--- config.mk ---
export PLATFORM = sky130hd
export DESIGN_NAME = oneshot_timer
export DESIGN_NICKNAME = d
export VERILOG_FILES = /design/src/rtl/oneshot_timer_pkg.sv /design/src/rtl/oneshot_gate_edge.sv /design/src/rtl/oneshot_count_reg.sv /design/src/rtl/oneshot_down_cnt.sv /design/src/rtl/oneshot_out_ctl.sv /design/src/rtl/oneshot_timer.sv
export SDC_FILE = /design/constraint.sdc
export NUM_CORES = 1
export LEC_CHECK = 0
export BUFFER_PORTS_ARGS = -buffer_cell sky130_fd_sc_hd__buf_2
export CAP_MARGIN = 20
export CORE_MARGIN = 2
export CORE_UTILIZATION = 32
export DETAILED_ROUTE_END_ITERATION = 6
export GPL_TIMING_DRIVEN = 0
export PLACE_DENSITY = 0.49
export SYNTH_ARGS = -nofsm -noshare
export SYNTH_HDL_FRONTEND = slang
export SYNTH_SLANG_ARGS = --single-unit
--- constraint.sdc ---
create_clock -name clk -period 1.8 [get_ports clk]
set_input_delay 0.27 -clock clk [delete_from_list [all_inputs] [get_ports clk]]
set_output_delay 0.27 -clock clk [all_outputs]
set_load 0.005 [all_outputs]
--- src/rtl/oneshot_timer_pkg.sv ---
package oneshot_timer_pkg;
   typedef enum logic {
      WR_KIND_COUNT = 1'b0,
      WR_KIND_CTRL  = 1'b1
   } wr_kind_e;

   typedef struct packed {
      logic     stb;
      wr_kind_e kind;
   } wr_cmd_t;
endpackage

--- src/rtl/oneshot_gate_edge.sv ---
module oneshot_gate_edge #(
   parameter int SYNC_STAGES = 0
) (
   input  logic clk,
   input  logic rst,
   input  logic gate,
   output logic rise
);
   logic gate_s;
   logic gate_prev;

   generate
      if (SYNC_STAGES < 0) begin : g_bad
         $error("SYNC_STAGES must not be negative");
      end
      if (SYNC_STAGES == 0) begin : g_direct
         assign gate_s = gate;
      end else begin : g_sync
         logic [SYNC_STAGES-1:0] chain;
         always_ff @(posedge clk) begin
            if (rst) chain <= '0;
            else     chain <= {chain[SYNC_STAGES-2 >= 0 ? SYNC_STAGES-2 : 0 : 0], gate} & {SYNC_STAGES{1'b1}};
         end
         assign gate_s = chain[SYNC_STAGES-1];
      end
   endgenerate

   always_ff @(posedge clk) begin
      if (rst) gate_prev <= 1'b0;
      else     gate_prev <= gate_s;
   end

   assign rise = gate_s & ~gate_prev;

   p_single_rise_r10: assert property (@(posedge clk) disable iff (rst)
      rise |=> !rise);
endmodule

--- src/rtl/oneshot_count_reg.sv ---
module oneshot_count_reg
   import oneshot_timer_pkg::*;
#(
   parameter int CNT_W = 16
) (
   input  logic             clk,
   input  logic             rst,
   input  wr_cmd_t          cmd,
   input  logic [CNT_W-1:0] wr_data,
   output logic [CNT_W-1:0] count_q,
   output logic             armed_q
);
   always_ff @(posedge clk) begin
      if (rst) begin
         count_q <= '0;
         armed_q <= 1'b0;
      end else if (cmd.stb) begin
         if (cmd.kind == WR_KIND_CTRL) begin
            armed_q <= 1'b0;
         end else begin
            count_q <= wr_data;
            armed_q <= 1'b1;
         end
      end
   end

   p_arm_on_count_r3: assert property (@(posedge clk) disable iff (rst)
      (cmd.stb && cmd.kind == WR_KIND_COUNT) |=> (armed_q && count_q == $past(wr_data)));
   p_disarm_on_ctrl_r2: assert property (@(posedge clk) disable iff (rst)
      (cmd.stb && cmd.kind == WR_KIND_CTRL) |=> !armed_q);
endmodule

--- src/rtl/oneshot_down_cnt.sv ---
module oneshot_down_cnt #(
   parameter int CNT_W = 16
) (
   input  logic             clk,
   input  logic             rst,
   input  logic             load,
   input  logic [CNT_W-1:0] load_val,
   output logic [CNT_W-1:0] cnt_q,
   output logic             at_one
);
   localparam logic [CNT_W-1:0] ONE = CNT_W'(1);

   always_ff @(posedge clk) begin
      if (rst)       cnt_q <= '0;
      else if (load) cnt_q <= load_val;
      else           cnt_q <= cnt_q - ONE;
   end

   assign at_one = (cnt_q == ONE);
endmodule

--- src/rtl/oneshot_out_ctl.sv ---
module oneshot_out_ctl (
   input  logic clk,
   input  logic rst,
   input  logic ctrl_wr,
   input  logic load,
   input  logic at_one,
   output logic out_q
);
   always_ff @(posedge clk) begin
      if (rst)                 out_q <= 1'b1;
      else if (ctrl_wr)        out_q <= 1'b1;
      else if (load)           out_q <= 1'b0;
      else if (!out_q && at_one) out_q <= 1'b1;
   end

   p_low_needs_load_r10: assert property (@(posedge clk) disable iff (rst)
      $fell(out_q) |-> $past(load));
endmodule

--- src/rtl/oneshot_timer.sv ---
module oneshot_timer
   import oneshot_timer_pkg::*;
#(
   parameter int CNT_W       = 16,
   parameter int SYNC_STAGES = 0
) (
   input  logic             clk,
   input  logic             rst,
   input  logic             wr_stb,
   input  logic             wr_ctrl,
   input  logic [CNT_W-1:0] wr_data,
   input  logic             gate,
   output logic             pulse_n,
   output logic [CNT_W-1:0] cnt_o
);
   localparam logic [CNT_W-1:0] ALL_ONES = {CNT_W{1'b1}};

   generate
      if (CNT_W < 2) begin : g_bad_width
         $error("CNT_W must be at least 2");
      end
   endgenerate

   wr_cmd_t          cmd;
   logic             rise;
   logic             armed;
   logic [CNT_W-1:0] count_val;
   logic             load;
   logic             ctrl_wr;
   logic             at_one;

   assign cmd.stb  = wr_stb;
   assign cmd.kind = wr_ctrl ? WR_KIND_CTRL : WR_KIND_COUNT;
   assign ctrl_wr  = wr_stb & wr_ctrl;
   assign load     = rise & armed & ~ctrl_wr;

   oneshot_gate_edge #(.SYNC_STAGES(SYNC_STAGES)) u_edge (
      .clk (clk), .rst (rst), .gate (gate), .rise (rise)
   );

   oneshot_count_reg #(.CNT_W(CNT_W)) u_creg (
      .clk (clk), .rst (rst), .cmd (cmd), .wr_data (wr_data),
      .count_q (count_val), .armed_q (armed)
   );

   oneshot_down_cnt #(.CNT_W(CNT_W)) u_cnt (
      .clk (clk), .rst (rst), .load (load), .load_val (count_val),
      .cnt_q (cnt_o), .at_one (at_one)
   );

   oneshot_out_ctl u_out (
      .clk (clk), .rst (rst), .ctrl_wr (ctrl_wr), .load (load),
      .at_one (at_one), .out_q (pulse_n)
   );

   p_reset_state_r1: assert property (@(posedge clk)
      rst |=> (pulse_n && cnt_o == '0));
   p_ctrl_high_r2: assert property (@(posedge clk) disable iff (rst)
      ctrl_wr |=> pulse_n);
   p_count_wr_quiet_r3: assert property (@(posedge clk) disable iff (rst)
      (wr_stb && !wr_ctrl && pulse_n && !load) |=> pulse_n);
   p_load_r4: assert property (@(posedge clk) disable iff (rst)
      load |=> (!pulse_n && cnt_o == $past(count_val)));
   p_end_r5: assert property (@(posedge clk) disable iff (rst)
      (!pulse_n && cnt_o == CNT_W'(1) && !load && !ctrl_wr) |=> (pulse_n && cnt_o == '0));
   p_hold_r8: assert property (@(posedge clk) disable iff (rst)
      (!pulse_n && cnt_o != CNT_W'(1) && !ctrl_wr) |=> !pulse_n);
   p_wrap_r9: assert property (@(posedge clk) disable iff (rst)
      (pulse_n && cnt_o == '0 && !load) |=> (pulse_n && cnt_o == ALL_ONES));
endmodule

==> flow_summary.rst <==
.. list-table::
   :header-rows: 1

   * - Metric
     - Value
   * - Worst setup path category
     - reg -> reg
   * - Rel. slew slack
     - 0.635
   * - Setup Total Neg Slack
     - 0 ns
   * - Power density normalized to cell area
     - 1210 nW/µm²
   * - Crit path setup slack, layout
     - around 0.15 ns
   * - Remaining DRCs
     - 0
   * - Count of filler cells inserted in the layout
     - about 510
   * - Layout Skew
     - 0.00540 ns
   * - Final Routed Wirelength
     - 3720 µm
   * - Critical path origin
     - u_cnt.cnt_q[11]
   * - Post-CTS setup buffer count
     - 0
   * - Growth of design area from synthesis to finish
     - 23.4%
   * - WP data required
     - about 2.0 ns
   * - Flop and latch count out of synthesis
     - 35
   * - Total power of the final layout
     - 2260 µW
   * - Antenna cells
     - 0
   * - Clk Latency, worst-skew pair
     - 0.28 ns
   * - Leading cell types by total area after synthesis
     - dfxtp_1, nand2_1, a211oi_1
   * - Gate count of the mapped netlist
     - 178
   * - Outcome
     - complete, no violations
   * - Height of the die
     - between 70 and 80 µm
   * - Total count of hold-check failures in the final report
     - 0
   * - Cell variety after synth
     - 30
   * - Full die area
     - about 5300 µm²
   * - Netlist area before placement
     - 1520 µm²
   * - Number of top-level pins
     - 38
   * - Endpoints failing setup
     - 0
   * - Initial DRT Pass Iterations
     - 4
   * - Vias in the first global route
     - about 1,300
   * - Sequential Area
     - 701 µm²
   * - Pre-CTS setup slack
     - -0.227 ns
   * - Placed Instance Area
     - 1770 µm²
   * - Final clock period utilization by the worst path
     - 0.917
   * - Dominant cell type by area after synthesis
     - dfxtp_1
   * - Detailed-placement wirelength estimate
     - 2690 µm
   * - Maximum number of pins on one net before global-route repair
     - 11
   * - Global-route wire length before repair
     - a little over 6000 µm
   * - Final instance area
     - between 1500 and 2000 µm²
   * - Number of nets produced by synthesis
     - 201
   * - Maximum clock insertion buffer count
     - 2
   * - Die X
     - 72.9 µm
   * - Data arrival time of the critical path
     - between 1.5 and 2 ns
   * - Hold-fix buffer count after cts
     - 0
   * - Part of the Yosys area used for sequential elements
     - 0.461
   * - Area of the multi-input gates
     - 797 µm²
   * - Max Cap Violations
     - 0
   * - Top cell type's share of synthesized area
     - 0.461
   * - Final routed wire length divided by cell count
     - 13.6 µm
   * - Number of pins with negative max-slew slack in the final report
     - 0
   * - Reg-to-reg startpoint
     - u_cnt.cnt_q[11]
   * - Fmax
     - around 610 MHz
   * - Top fanout value on the critical path
     - 4
   * - Area of the core
     - 4660 µm²
   * - Average footprint of a synthesized cell
     - between 8 and 9 µm²
   * - GRT Overall Usage
     - 0.156
   * - Leakage component of the power
     - roughly 0.00077 µW
   * - Number of antenna violations at the first check in global routing
     - 0
   * - Hold Path Class
     - in -> reg
   * - Inserted Clock Buffers
     - 5
   * - Num rows
     - 25
   * - Effective utilization at floorplan
     - 0.326
   * - Number of buffer cells added on primary ports
     - 36
   * - Worst min-delay path startpoint
     - wr_data[9]
   * - CTS tree
     - built
   * - Global-route congestion overflow total
     - 0
   * - Htree depth
     - 2
   * - Placer's final routability congestion estimate
     - about 0.74
   * - Count of nets left with antenna violations after detail routing
     - 0
   * - Vias per std cell
     - 4.88
   * - Vias
     - 1,337
   * - Iter 0 DRT Violations
     - 74
   * - RSZ-0062 raised after global routing
     - no
   * - Type of destination of the critical path
     - flip-flop
   * - Worst-margin pin slew
     - around 0.55 ns
   * - Proportion of layout cells with a drive suffix above 1
     - 0.232
   * - Maximum ir drop on the vdd rail
     - 0.400 mV
   * - Post-layout min period
     - around 1.7 ns
   * - Crit path launch type
     - flip-flop
   * - Clock Sinks
     - 35
   * - Clock root buffer
     - clkbuf_8
   * - Clock slew seen by the registers of the worst setup and hold paths
     - 0.07 ns
   * - Count of nets after finishing
     - 244
   * - Utilization after layout
     - 0.402
   * - Synthesis warning total
     - 0
sequential cells by signal, summed over array words and instances (netlist names):
name              count
u_out.out_q           1
u_edge.gate_prev      1
u_cnt.cnt_q          16
u_creg.armed_q        1
u_creg.count_q       16
where the power goes:
group / switching (µW) / internal, µW
Combinational: 332 / 358
Clock: 265 / 258
Sequential: 165 / 884
Total: 762 / 1500
path summary, 6_finish.rpt:
check | endpoint | slack (ns) | cells after the start
worst min-delay path | u_creg.count_q[9] | 0.22 | 3
worst max-delay path | u_cnt.cnt_q[15] | 0.15 | 4
worst min register to register | u_creg.count_q[10] | 0.45 | 2
worst max register to register | u_cnt.cnt_q[15] | 0.15 | 4
final cells by class:
type,instances,share of cell area
Buffer,11,0.0220
Clock buffer,6,0.0387
Inverter,4,0.00801
Multi-Input combinational cell,128,0.425
Sequential cell,35,0.374
Tap cell,54,0.0360
Timing Repair Buffer,36,0.0961
logic make-up after synthesis:
family	Yosys count	synth area share
AND/OR/NAND/NOR	76	0.252
AO/OA/AOI/OAI	39	0.170
flip-flops	35	0.461
buffers and inverters	15	0.0371
XOR/XNOR	11	0.0634
adder cells (fa/ha/maj)	2	0.0165
metrics by stage:
stage	hold slack (ns)	instances
2_1_floorplan	0.380	178
3_3_place_gp	0.446	268
3_5_place_dp	0.447	268
4_1_cts	0.212	274
5_1_grt	0.216	274
6_report	0.217	274
cell usage after synthesis (all sizes together):
master  count
a311oi      3
xnor2       5
a21oi      17
nor3        1
or4         3
nor2       20
nand4b      2
ha          2
a31o        1
a31oi       1
o31ai       1
o21a        1
o41ai       1
a211oi     13
xor2        6
nor4        5
clkbuf     11
inv         4
o21ai       1
nand2b      1
nor4b       1
nor3b       1
nand2      36
nand3       2
dfxtp      35
nand4       2
nor2b       2
cells in the final DEF, fill, tap and decap left out, types with 3 or more instances in the layout:
master	n
a211oi_1	12
a21oi_1	17
a311oi_1	3
buf_2	36
clkbuf_1	12
clkbuf_8	5
dfxtp_1	35
inv_1	4
nand2_1	36
nor2_1	20
nor4_4	3
or4_4	3
xnor2_1	5
xor2_1	6
worst max-delay path, stage by stage, from the launching register on:
cell and delay, ns:
dfxtp_1 0.35, or4_4 0.58, nor4_4 0.23, nand4_1 0.15, a311oi_1 0.26
timing repair:
| action | in CTS | in global routing |
|---|---|---|
| resized for setup | 2 | 3 |
| endpoints found under the hold margin | 0 | 0 |
| endpoints found under the setup margin | 6 | 7 |
layer usage:
metal | GRT usage | share of wire | vias up
met2 | 0.231 | 0.45 | 25
met4 | 0.0494 | 0.012 | 0
met1 | 0.213 | 0.50 | 605
li1 | - | - | 700
met5 | 0 | 0 | -
met3 | 0.0525 | 0.040 | 7
(Power assumes the default switching activity.)
